`src/rtl/kpc_pkg.sv`:
```
package kpc_pkg;
  typedef logic [7:0] byte_t;

  localparam byte_t OP_RD_ID    = 8'h80;
  localparam byte_t OP_WR_CFG   = 8'h81;
  localparam byte_t OP_RD_ST    = 8'h82;
  localparam byte_t OP_SOFT_RST = 8'h83;
  localparam byte_t OP_WR_PULL  = 8'h84;
  localparam byte_t OP_WR_DIR   = 8'h85;
  localparam byte_t OP_WR_LVL   = 8'h86;
  localparam byte_t OP_RD_DIR   = 8'h87;
  localparam byte_t OP_RD_LVL   = 8'h88;
  localparam byte_t OP_FIFO_POP = 8'h89;
  localparam byte_t OP_FIFO_PEEK= 8'h8A;
  localparam byte_t OP_WR_ACT   = 8'h8B;
  localparam byte_t OP_RD_ERR   = 8'h8C;
  localparam byte_t OP_RD_ROT   = 8'h8E;
  localparam byte_t OP_WR_DEB   = 8'h8F;
  localparam byte_t OP_WR_KSZ   = 8'h90;
  localparam byte_t OP_RD_KSZ   = 8'h91;
  localparam byte_t OP_RD_CFG   = 8'h92;
  localparam byte_t OP_WR_CLK   = 8'h93;
  localparam byte_t OP_RD_CLK   = 8'h94;
  localparam byte_t OP_IDLE     = 8'hFF;

  localparam byte_t RV_CFG = 8'h80;
  localparam byte_t RV_ST  = 8'h10;
  localparam byte_t RV_ACT = 8'd125;
  localparam byte_t RV_DEB = 8'd3;
  localparam byte_t RV_KSZ = 8'h33;
  localparam byte_t RV_CLK = 8'h08;

  localparam logic [15:0] DEV_ID     = 16'h0400;
  localparam byte_t       UNLOCK_KEY = 8'hAA;

  localparam int GPIO_W    = 16;
  localparam int KP_MIN    = 3;
  localparam int KP_LO_MAX = 12;
  localparam int KP_HI_MAX = 8;

  localparam int ST_KEY    = 0;
  localparam int ST_ERR    = 3;
  localparam int ST_NOINIT = 4;
  localparam int ST_PWM0   = 5;

  localparam int ER_BADP = 0;
  localparam int ER_UNKN = 1;
  localparam int ER_FOVR = 6;

  function automatic byte_t pick16(input logic [15:0] v, input int i);
    if (i == 0)      return v[7:0];
    else if (i == 1) return v[15:8];
    else             return 8'h00;
  endfunction

  function automatic byte_t pick8(input byte_t v, input int i);
    return (i == 0) ? v : 8'h00;
  endfunction
endpackage

```
`src/rtl/kpc_seq.sv`:
```
module kpc_seq
  import kpc_pkg::*;
#(
  parameter int IDX_W = 4
) (
  input  logic             clk,
  input  logic             rst_n,
  input  logic             start,
  input  logic             dir_wr,
  input  logic             wr_valid,
  input  byte_t            wr_data,
  input  logic             rd_req,
  input  logic             cmd_done,
  output byte_t            cmd_q,
  output logic [IDX_W-1:0] idx_q,
  output logic [IDX_W-1:0] par_idx,
  output logic             wr_go,
  output logic             par_go,
  output logic             rd_go
);
  localparam logic [IDX_W-1:0] IDX_MAX = '1;

  logic             dir_q, dir_d;
  logic [IDX_W-1:0] idx_d;
  byte_t            cmd_d;

  assign wr_go   = wr_valid & dir_q & ~start;
  assign rd_go   = rd_req & ~dir_q & ~start;
  assign par_go  = wr_go & (idx_q != '0);
  assign par_idx = idx_q - 1'b1;

  always_comb begin
    dir_d = dir_q;
    idx_d = idx_q;
    cmd_d = cmd_q;
    if (start) begin
      dir_d = dir_wr;
      idx_d = '0;
    end else if (wr_go || rd_go) begin
      if (idx_q != IDX_MAX) idx_d = idx_q + 1'b1;
    end
    if (wr_go) begin
      if (idx_q == '0)   cmd_d = wr_data;
      else if (cmd_done) cmd_d = OP_IDLE;
    end
  end

  always_ff @(posedge clk or negedge rst_n) begin
    if (!rst_n) begin
      dir_q <= 1'b0;
      idx_q <= '0;
      cmd_q <= OP_IDLE;
    end else begin
      dir_q <= dir_d;
      idx_q <= idx_d;
      cmd_q <= cmd_d;
    end
  end

  p_start_zero_r2: assert property (@(posedge clk) disable iff (!rst_n)
    start |=> (idx_q == '0));

  p_idle_after_last_r4: assert property (@(posedge clk) disable iff (!rst_n)
    (par_go && cmd_done) |=> (cmd_q == OP_IDLE));
endmodule

```
`src/rtl/kpc_regs.sv`:
```
module kpc_regs
  import kpc_pkg::*;
#(
  parameter int IDX_W   = 4,
  parameter int NUM_PWM = 3
) (
  input  logic              clk,
  input  logic              rst_n,
  input  byte_t             cmd,
  input  logic              par_go,
  input  logic [IDX_W-1:0]  par_idx,
  input  byte_t             wr_data,
  input  logic              rd_go,
  input  logic              rd_unknown,
  input  logic              rd_st_clr,
  input  logic              key_push,
  input  logic              key_ovf,
  input  logic [NUM_PWM-1:0] pwm_end,
  output logic              cmd_done,
  output logic              fifo_flush,
  output byte_t             st_q,
  output byte_t             err_q,
  output byte_t             cfg_q,
  output byte_t             clk_q,
  output byte_t             act_q,
  output byte_t             deb_q,
  output byte_t             ksz_q,
  output logic [GPIO_W-1:0] pull_q,
  output logic [GPIO_W-1:0] dir_q,
  output logic [GPIO_W-1:0] lvl_q
);
  localparam int HALF = GPIO_W / 2;

  byte_t st_d, err_d, cfg_d, clk_d, act_d, deb_d, ksz_d, err_set, st_base;
  logic [GPIO_W-1:0] pull_d, dir_d, lvl_d;
  logic soft_rst, st_wipe, first_par;

  assign first_par = (par_idx == '0);

  function automatic logic [GPIO_W-1:0] gpio_next(input logic [GPIO_W-1:0] cur,
                                                  input logic first,
                                                  input byte_t v);
    logic [GPIO_W-1:0] r;
    if (first) r = {{(GPIO_W-8){1'b0}}, v};
    else       r = cur | ({{(GPIO_W-8){1'b0}}, v} << HALF);
    return r;
  endfunction

  always_comb begin
    cfg_d = cfg_q; clk_d = clk_q; act_d = act_q; deb_d = deb_q; ksz_d = ksz_q;
    pull_d = pull_q; dir_d = dir_q; lvl_d = lvl_q;
    err_set = '0; cmd_done = 1'b0; fifo_flush = 1'b0;
    soft_rst = 1'b0; st_wipe = 1'b0;
    if (par_go) begin
      case (cmd)
        OP_WR_CFG: begin
          cfg_d = wr_data; st_wipe = 1'b1; fifo_flush = 1'b1; cmd_done = 1'b1;
        end
        OP_SOFT_RST: begin
          cmd_done = 1'b1;
          if (wr_data == UNLOCK_KEY) soft_rst = 1'b1;
          else                       err_set[ER_BADP] = 1'b1;
        end
        OP_WR_PULL: begin
          pull_d = gpio_next(pull_q, first_par, wr_data); cmd_done = ~first_par;
        end
        OP_WR_DIR: begin
          dir_d = gpio_next(dir_q, first_par, wr_data); cmd_done = ~first_par;
        end
        OP_WR_LVL: begin
          lvl_d = gpio_next(lvl_q, first_par, wr_data); cmd_done = ~first_par;
        end
        OP_WR_ACT: begin
          act_d = wr_data; cmd_done = 1'b1;
        end
        OP_WR_DEB: begin
          deb_d = wr_data; cmd_done = 1'b1;
          if (wr_data == 8'h00) err_set[ER_BADP] = 1'b1;
        end
        OP_WR_KSZ: begin
          ksz_d = wr_data; cmd_done = 1'b1;
          if (int'(wr_data[3:0]) < KP_MIN || int'(wr_data[3:0]) > KP_LO_MAX ||
              int'(wr_data[7:4]) < KP_MIN || int'(wr_data[7:4]) > KP_HI_MAX)
            err_set[ER_BADP] = 1'b1;
        end
        OP_WR_CLK: begin
          clk_d = wr_data; cmd_done = 1'b1;
          if (wr_data[1] ^ wr_data[0]) err_set[ER_BADP] = 1'b1;
        end
        OP_IDLE: err_set[ER_BADP] = 1'b1;
        default: err_set[ER_UNKN] = 1'b1;
      endcase
    end
    if (rd_unknown) err_set[ER_UNKN] = 1'b1;
    if (key_ovf)    err_set[ER_FOVR] = 1'b1;

    st_base = st_q;
    if (st_wipe || rd_st_clr) st_base = '0;
    if (soft_rst) begin
      st_base = RV_ST;
      cfg_d = RV_CFG; clk_d = RV_CLK; act_d = RV_ACT; deb_d = RV_DEB; ksz_d = RV_KSZ;
    end
    st_d = st_base | (8'(pwm_end) << ST_PWM0);
    if (key_push)   st_d[ST_KEY] = 1'b1;
    if (|err_set)   st_d[ST_ERR] = 1'b1;
    err_d = err_q | err_set;
  end

  always_ff @(posedge clk or negedge rst_n) begin
    if (!rst_n) begin
      st_q <= RV_ST; err_q <= '0; cfg_q <= RV_CFG; clk_q <= RV_CLK;
      act_q <= RV_ACT; deb_q <= RV_DEB; ksz_q <= RV_KSZ;
      pull_q <= '0; dir_q <= '0; lvl_q <= '0;
    end else begin
      st_q <= st_d; err_q <= err_d; cfg_q <= cfg_d; clk_q <= clk_d;
      act_q <= act_d; deb_q <= deb_d; ksz_q <= ksz_d;
      pull_q <= pull_d; dir_q <= dir_d; lvl_q <= lvl_d;
    end
  end

  p_err_sticky_r1: assert property (@(posedge clk) disable iff (!rst_n)
    ((err_q & $past(err_q)) == $past(err_q)));

  p_err_flags_status_r11: assert property (@(posedge clk) disable iff (!rst_n)
    ((err_q & ~$past(err_q)) != 8'h00) |-> st_q[ST_ERR]);

  p_noinit_kept_r5: assert property (@(posedge clk) disable iff (!rst_n)
    (rd_go && cmd == OP_RD_ST && st_q[ST_NOINIT]) |=> st_q[ST_NOINIT]);

  p_pwm_end_r12: assert property (@(posedge clk) disable iff (!rst_n)
    (|pwm_end) |=> (st_q[ST_PWM0 +: NUM_PWM] != '0));
endmodule

```
`src/rtl/kpc_rdmux.sv`:
```
module kpc_rdmux
  import kpc_pkg::*;
#(
  parameter int IDX_W   = 4,
  parameter int FIFO_AW = 4
) (
  input  byte_t              cmd,
  input  logic [IDX_W-1:0]   idx,
  input  logic               rd_go,
  input  byte_t              st,
  input  byte_t              err,
  input  byte_t              cfg,
  input  byte_t              clk_cfg,
  input  byte_t              ksz,
  input  logic [GPIO_W-1:0]  dir,
  input  logic [GPIO_W-1:0]  lvl,
  input  logic [FIFO_AW:0]   fifo_level,
  input  byte_t              fifo_byte,
  output byte_t              rd_data,
  output logic               rd_unknown,
  output logic               rd_st_clr,
  output logic               fifo_pop,
  output logic [FIFO_AW-1:0] fifo_idx
);
  int i;
  assign i = int'(idx);

  always_comb begin
    rd_data = 8'h00; rd_unknown = 1'b0; rd_st_clr = 1'b0;
    fifo_pop = 1'b0; fifo_idx = '0;
    case (cmd)
      OP_RD_ID:  rd_data = pick16(DEV_ID, i);
      OP_RD_ST: begin
        rd_data   = pick8(st, i);
        rd_st_clr = rd_go & ~st[ST_NOINIT];
      end
      OP_RD_DIR: rd_data = pick16(dir, i);
      OP_RD_LVL: rd_data = pick16(lvl, i);
      OP_FIFO_POP: begin
        if (int'(fifo_level) > 1) begin
          fifo_idx = FIFO_AW'(1);
          rd_data  = fifo_byte;
          fifo_pop = rd_go;
        end
      end
      OP_FIFO_PEEK: begin
        if (i < int'(fifo_level)) begin
          fifo_idx = FIFO_AW'(idx);
          rd_data  = fifo_byte;
        end
      end
      OP_RD_ERR: rd_data = pick8(err, i);
      OP_RD_ROT: rd_data = 8'h00;
      OP_RD_KSZ: rd_data = pick8(ksz, i);
      OP_RD_CFG: rd_data = pick8({4'h0, cfg[3:0]}, i);
      OP_RD_CLK: rd_data = pick8({clk_cfg[7:2], 2'b10}, i);
      default:   rd_unknown = rd_go;
    endcase
  end
endmodule

```
`src/rtl/kpc_cmd_regs.sv`:
```
module kpc_cmd_regs
  import kpc_pkg::*;
#(
  parameter int NUM_PWM = 3,
  parameter int FIFO_AW = 4,
  parameter int IDX_W   = 4
) (
  input  logic               clk,
  input  logic               rst_n,
  input  logic               start,
  input  logic               dir_wr,
  input  logic               wr_valid,
  input  logic [7:0]         wr_data,
  input  logic               rd_req,
  output logic [7:0]         rd_data,
  output logic               irq_n,
  input  logic               key_push,
  input  logic               key_ovf,
  input  logic [NUM_PWM-1:0] pwm_end,
  input  logic [FIFO_AW:0]   fifo_level,
  input  logic [7:0]         fifo_byte,
  output logic [FIFO_AW-1:0] fifo_idx,
  output logic               fifo_pop,
  output logic               fifo_flush,
  output logic [7:0]         cfg_byte,
  output logic [7:0]         clk_cfg,
  output logic [7:0]         act_time,
  output logic [7:0]         deb_time,
  output logic [7:0]         key_size,
  output logic [15:0]        gpio_pull,
  output logic [15:0]        gpio_dir,
  output logic [15:0]        gpio_level
);
  byte_t            cmd_q, st_q, err_q;
  logic [IDX_W-1:0] idx_q, par_idx;
  logic             wr_go, par_go, rd_go, cmd_done, rd_unknown, rd_st_clr;

  kpc_seq #(.IDX_W(IDX_W)) u_seq (
    .clk(clk), .rst_n(rst_n), .start(start), .dir_wr(dir_wr),
    .wr_valid(wr_valid), .wr_data(wr_data), .rd_req(rd_req),
    .cmd_done(cmd_done), .cmd_q(cmd_q), .idx_q(idx_q), .par_idx(par_idx),
    .wr_go(wr_go), .par_go(par_go), .rd_go(rd_go)
  );

  kpc_regs #(.IDX_W(IDX_W), .NUM_PWM(NUM_PWM)) u_regs (
    .clk(clk), .rst_n(rst_n), .cmd(cmd_q), .par_go(par_go), .par_idx(par_idx),
    .wr_data(wr_data), .rd_go(rd_go), .rd_unknown(rd_unknown),
    .rd_st_clr(rd_st_clr), .key_push(key_push), .key_ovf(key_ovf),
    .pwm_end(pwm_end), .cmd_done(cmd_done), .fifo_flush(fifo_flush),
    .st_q(st_q), .err_q(err_q), .cfg_q(cfg_byte), .clk_q(clk_cfg),
    .act_q(act_time), .deb_q(deb_time), .ksz_q(key_size),
    .pull_q(gpio_pull), .dir_q(gpio_dir), .lvl_q(gpio_level)
  );

  kpc_rdmux #(.IDX_W(IDX_W), .FIFO_AW(FIFO_AW)) u_rdmux (
    .cmd(cmd_q), .idx(idx_q), .rd_go(rd_go), .st(st_q), .err(err_q),
    .cfg(cfg_byte), .clk_cfg(clk_cfg), .ksz(key_size), .dir(gpio_dir),
    .lvl(gpio_level), .fifo_level(fifo_level), .fifo_byte(fifo_byte),
    .rd_data(rd_data), .rd_unknown(rd_unknown), .rd_st_clr(rd_st_clr),
    .fifo_pop(fifo_pop), .fifo_idx(fifo_idx)
  );

  assign irq_n = ~(|st_q);

  p_key_irq_r3: assert property (@(posedge clk) disable iff (!rst_n)
    key_push |=> !irq_n);

  p_wr_ignored_r2: assert property (@(posedge clk) disable iff (!rst_n)
    (!start && !wr_go && !rd_go) |=> $stable(idx_q));

  p_flush_clears_r10: assert property (@(posedge clk) disable iff (!rst_n)
    (fifo_flush && !key_push && !key_ovf && pwm_end == '0) |=> irq_n);
endmodule

```
`config.mk`:
```
export PLATFORM = sky130hd
export DESIGN_NAME = kpc_cmd_regs
export DESIGN_NICKNAME = d
export VERILOG_FILES = /design/src/rtl/kpc_pkg.sv /design/src/rtl/kpc_seq.sv /design/src/rtl/kpc_regs.sv /design/src/rtl/kpc_rdmux.sv /design/src/rtl/kpc_cmd_regs.sv
export SDC_FILE = /design/constraint.sdc
export NUM_CORES = 1
export LEC_CHECK = 0
export CAP_MARGIN = 10
export CORE_MARGIN = 3
export CORE_UTILIZATION = 51
export DETAILED_ROUTE_END_ITERATION = 10
export GPL_ROUTABILITY_DRIVEN = 0
export GPL_TIMING_DRIVEN = 0
export HOLD_SLACK_MARGIN = 0.1
export PLACE_DENSITY = 0.88
export REMOVE_ABC_BUFFERS = 1
export SLEW_MARGIN = 20
export SYNTH_ARGS = -nofsm -noshare
export SYNTH_HDL_FRONTEND = slang
export SYNTH_HIERARCHICAL = 1
export SYNTH_SLANG_ARGS = --single-unit
```
`constraint.sdc`:
```
create_clock -name clk -period 3.3 [get_ports clk]
set_input_delay 0.66 -clock clk [delete_from_list [all_inputs] [get_ports clk]]
set_output_delay 0.66 -clock clk [all_outputs]
set_load 0.03 [all_outputs]
```
Word-level counts from Yosys, hierarchy flattened
Cells that the tools add are included.
{"block": "classes", "n_addsub": 2, "n_lt_le_gt_ge": 6, "n_eq_ne": 24, "n_mux": 64, "bitwise": 17, "n_reduce_logical": 35}
{"op": "$mux 8", "count": 30}
{"op": "$eq 8x8->1 const B", "count": 22}
{"op": "$pmux 8 s10", "count": 1}
{"op": "$mux 16", "count": 3}
{"op": "$or 16x16->16", "count": 3}
{"op": "$logic_not 32->1", "count": 1}
{"op": "$mux 1", "count": 20}
{"op": "$mux 4", "count": 5}
{"op": "$reduce_and 2->1", "count": 10}
{"op": "$reduce_bool 2->1", "count": 9}
{"op": "$reduce_or 11->1", "count": 1}
{"op": "$reduce_or 10->1", "count": 1}
{"op": "$gt 4x4->1 const B", "count": 2}
{"op": "$logic_not 4->1", "count": 2}
{"op": "$logic_not 8->1", "count": 1}
{"op": "$lt 4x2->1 const B", "count": 2}
{"op": "$or 8x7->8", "count": 1}
{"op": "$or 8x8->8", "count": 1}
{"op": "$pmux 4 s2", "count": 1}
{"op": "$reduce_or 8->1", "count": 1}
{"op": "$and 1x1->1", "count": 6}
{"op": "$reduce_or 3->1", "count": 2}
{"op": "$reduce_or 6->1", "count": 1}
{"op": "$gt 5x1->1 const B", "count": 1}
{"op": "other kinds (13)", "count": 21}
{"block": "totals", "register_bits": 117, "in_bits": 32, "out_inout_bits": 103, "wordCells": 161}

Depth between registers and ports, before layout
{"block": "depth", "depth_word": 10, "mapped_depth": 11, "depth_no_buf": 10}

By module
Netlist, hierarchy kept.
{"module": "kpc_regs", "instances": 1, "cells_each": 379, "area_each_um2": 4260.3, "seq_area_each_um2": 2446.1}
{"module": "kpc_rdmux", "instances": 1, "cells_each": 138, "area_each_um2": 1007.2, "seq_area_each_um2": 0.0}
{"module": "kpc_seq", "instances": 1, "cells_each": 56, "area_each_um2": 689.4, "seq_area_each_um2": 335.3}
{"module": "kpc_cmd_regs", "instances": 1, "cells_each": 3, "area_each_um2": 18.8, "seq_area_each_um2": 0.0}

Least setup slack after synthesis
OpenSTA, ideal clock, no wires.
{"block": "synth_path", "kind": "input to output", "from": "input fifo_level[2]", "to": "output rd_data[2]", "t_arrival_ns": 2.303, "required_ns": 2.640, "setup_slack_ns": 0.337, "stages": 8, "n_path_buf": 1, "path_cell_list": "inv_1 ha_1 or3_1 o21ai_0 o311a_1 or2_1 buf_2 a2111o_1"}
{"block": "synth_via", "elab_chain_cells": 3, "word_cells_on_any_way": 5, "cone_classes": "order compare: 2; mux: 3"}
{"element": "start, declared", "line_no": "kpc_cmd_regs.sv:20", "source": "input logic [FIFO_AW:0] fifo_level,"}
{"element": "$lt 4x5->1 or $gt 5x1->1 (tied branches)", "line_no": "kpc_rdmux.sv:47, kpc_rdmux.sv:40"}
{"element": "$mux 8 (on tied branches)", "line_no": "kpc_rdmux.sv:47, kpc_rdmux.sv:40"}
{"element": "$pmux 8 s10 (*)", "line_no": "kpc_rdmux.sv:31", "source": "case (cmd)"}
{"element": "end, declared", "line_no": "kpc_cmd_regs.sv:15", "source": "output logic [7:0] rd_data,"}
Mark *: on every way between the ends. The rest lies on a longest branch, timed or not.

Worst setup path after layout
{"block": "layout_path", "from": "input fifo_level[4]", "to": "output rd_data[2]"}
Same word-level chain as after synthesis.

==> run metrics <==
outcome finished with violations; failing checks setup timing; PD cells 430.7 nW/um^2; antenna cells 0; clk_lat worst skew 360 ps; Final Hold Fails 0; number of global-route vias before repair between 5000 and 6000; area delta synth->final 30.84%; met2 usage between 40% and 50%; via density per instance 6.267; Crit Reg-Reg Endpoint u_regs/pull_q[2]; count of nets after finishing 743; Max Cap Violations 0; met1 Use GR between 30% and 40%; CTS Buf Count 9; Slew HR 39.83%; Residual DRC 0; Worst EP required 2640 ps; period utilization 100.0%; Total Routed Length 18190 um; Worst R2R Setup Slack 270 ps; post-synth top area cell dfrtp_1; total iterations of the first detailed-routing run 6; Port Buffers 134; wire length per cell 21.45 um; crit path from fifo_level[4]; syn avg cell area 10.37 sq um; Placed Cells between 800 and 900; largest net degree at the start of global routing 79; I/O pins 135; Highest Clock Rate 303.0 MHz; reg2reg start u_seq/idx_q[0]; Die Width ~110 um; crit-path max FO 8; Die Span Y 114.2 um; crit path kind input port to output port; CTS root buffer clkbuf_16; critical-path cell list clkdlybuf4s50_1, nor4_1, nor4_4, or2_4, a2111o_1, buf_6; Max VDD drop 382.4 uV; worst setup slack after layout -0.7676 ps; yosys warns 6; total core area between 10000 and 15000 sq um; Total Routing Usage GR 27.61%; top cells by area, synth dfrtp_1 (36%), dfstp_2 (10%), mux2i_1 (6.0%); Synth top area share 36.43%; crit-path max cell delay 510 ps; share of post-route cells with drive strength above 1 19.92%; endpoints failing setup 1; met3 usage 7.135%; Critical Path Source Type input port; synthesized netlist cell count 576; Post-DRT Antenna Nets 0; row cnt 38; Synth Register Bits 110; class of the worst hold path input port to async pin; register area share after synthesis 46.55%; worst-margin pin slew 899.8 ps; H-tree depth 3; clock sink count 110; initial antenna violation count 0; first-pass GRT wire length 28280 um; Most Crowded Layer GR met2; EDFF count, synth 0; starting density of the core 53.71%; Slowest-stage cell, CP nor4_1; DR vias around 5300; dominant synthesized flop cell dfrtp_1; R2R depth 7; Crit path arrival time 2640 ps; Pleak 3.428 nW; fraction of registers with async set/reset 100.0%; Post-Layout Cell Count 848; Setup Skew 9.458 ps; hold_buf cts 0; fin. max-slew vios 0; Distinct cells, synth 82; Die ar. between 10000 and 15000 sq um; CTS max path bufs 2; clock-pin slew on the worst setup and hold paths 70 ps; GRT Residual Overflow 0; 1st-iter DRT viols 568; Crit. End Element output port; Detail Placement HPWL 11620 um; min Tclk post-route 3301 ps; CTS tree built; RSZ-0062 raised after global routing true; Worst Setup Slack post-DPL -1180 ps; Post-Syn Area 5976 sq um
-- through the flow --
step | utilization [%] | TNS, ps | area (sq um) | power [mW] | hold slack, ps
finish | 70.28 | -0.7676 | 7819 | 3.367 | 184.3
global route | 70.28 | -65.99 | 7819 | 3.502 | 199.7
global placement | 65.32 | -291000 | 7267 | 2.152 | 453.2
detailed placement | 65.63 | -49940 | 7302 | 2.185 | 452.7
floorplan | - | -693.2 | 5751 | 1.936 | 364.4
CTS | 69.49 | 0 | 7731 | 3.302 | 189.3
-- placed cells by master, fill, tap and decap left out, types with 3 or more instances in the layout --
cell / n
a211oi_1: 5
a21oi_1: 41
a22oi_1: 9
clkdlybuf4s50_1: 113
nand3_1: 11
a211o_1: 7
nand2_1: 37
a21o_1: 6
nand2b_1: 9
mux2_2: 28
dfstp_2: 18
nor2b_1: 8
clkbuf_16: 9
nor3b_1: 5
clkdlybuf4s15_1: 4
inv_8: 3
a22o_1: 5
dlygate4sd2_1: 4
o22a_1: 8
buf_4: 17
buf_6: 4
o21ai_0: 18
nor2_1: 54
nor3_1: 8
or3_1: 5
nand3b_1: 3
dfrtp_1: 85
nor4_4: 3
inv_1: 16
and2_1: 7
or2_2: 3
o22ai_1: 7
nand4_1: 3
or4_1: 4
buf_2: 8
conb_1: 7
ha_1: 7
nor3_2: 3
dfstp_4: 5
mux2i_1: 36
-- how the worst max path moves through the flow --
stage,endpoint,cells after the start
floorplan,u_regs/st_q[3],9
global placement,u_regs/pull_q[1],1
detailed placement,fifo_flush,8
CTS,rd_data[6],7
global route,rd_data[5],8
finish,rd_data[2],6
-- flip-flops by register name, indices dropped and copies added (netlist names) --
| name | flops |
|---|---|
| u_regs/dir_q | 16 |
| u_regs/lvl_q | 16 |
| u_regs/pull_q | 16 |
| u_regs/act_q | 8 |
| u_regs/cfg_q | 8 |
| u_regs/clk_q | 8 |
| u_regs/deb_q | 8 |
| u_regs/ksz_q | 8 |
| u_seq/cmd_q | 8 |
| u_regs/st_q | 6 |
| u_seq/idx_q | 4 |
| u_regs/err_q | 3 |
| u_seq/dir_q | 1 |
-- cells in the mapped netlist, types with 9 or more instances --
cell	count
clkbuf_1	17
nor3_1	9
mux2i_1	36
nor2_1	55
dfrtp_1	87
inv_1	16
o21ai_0	20
a21oi_1	43
nand3_1	11
buf_4	11
nand2_1	37
buf_2	12
nor2b_1	9
a22oi_1	9
nand2b_1	10
mux2_2	28
dfstp_2	23
-- metal layers --
layer / wire, um / up-vias
li1: - / 2317
met1: 6854 / 2611
met2: 9013 / 339
met3: 1704 / 47
met4: 620 / 0
met5: 0 / -
-- cell type report --
type / count / area [sq um]
Sequential cell: 110 / 2805
Multi-Input combinational cell: 411 / 3009
Clock inverter: 6 / 60.06
Clock buffer: 10 / 229.0
Timing Repair Buffer: 154 / 1476
Tap cell: 140 / 175.2
Inverter: 17 / 63.81
Fill cell: 799 / 3307
-- repair_timing --
action / 4_1_cts / 5_1_grt
cloned: 1 / 0
gates resized for setup: 66 / 30
setup endpoints to repair: 117 / 43
pin swaps: 8 / 7
setup buffers: 16 / 3
-- critical path, delay by kind of cell --
kind / cells / cell delay, ps
buf+inv: 2 / 590
simple gates: 3 / 920
compound gates: 1 / 470
-- logic make-up (layout without fill, tap and decap cells) --
logic type                 count (synthesis)  count (layout)  synth area share [%]
other                                      1               7               0.06275
buffers and inverters                     62             187                 5.214
adders and majority gates                  8               8                 1.675
xor gates and xnor gates                   2               2                0.2932
AOI/OAI and AO/OA                        131             131                 14.78
muxes                                     67              67                 11.93
DFF                                      110             110                 46.55
and+or+nand+nor                          195             196                 19.49
-- report_power, final --
part           switching, mW  internal [mW]  total [mW]
Clock                  0.542          0.536        1.08
Sequential             0.178           1.45        1.62
Combinational          0.378          0.287       0.665
Total                   1.10           2.27        3.37
No activity file was read; power rests on OpenSTA's default activity.
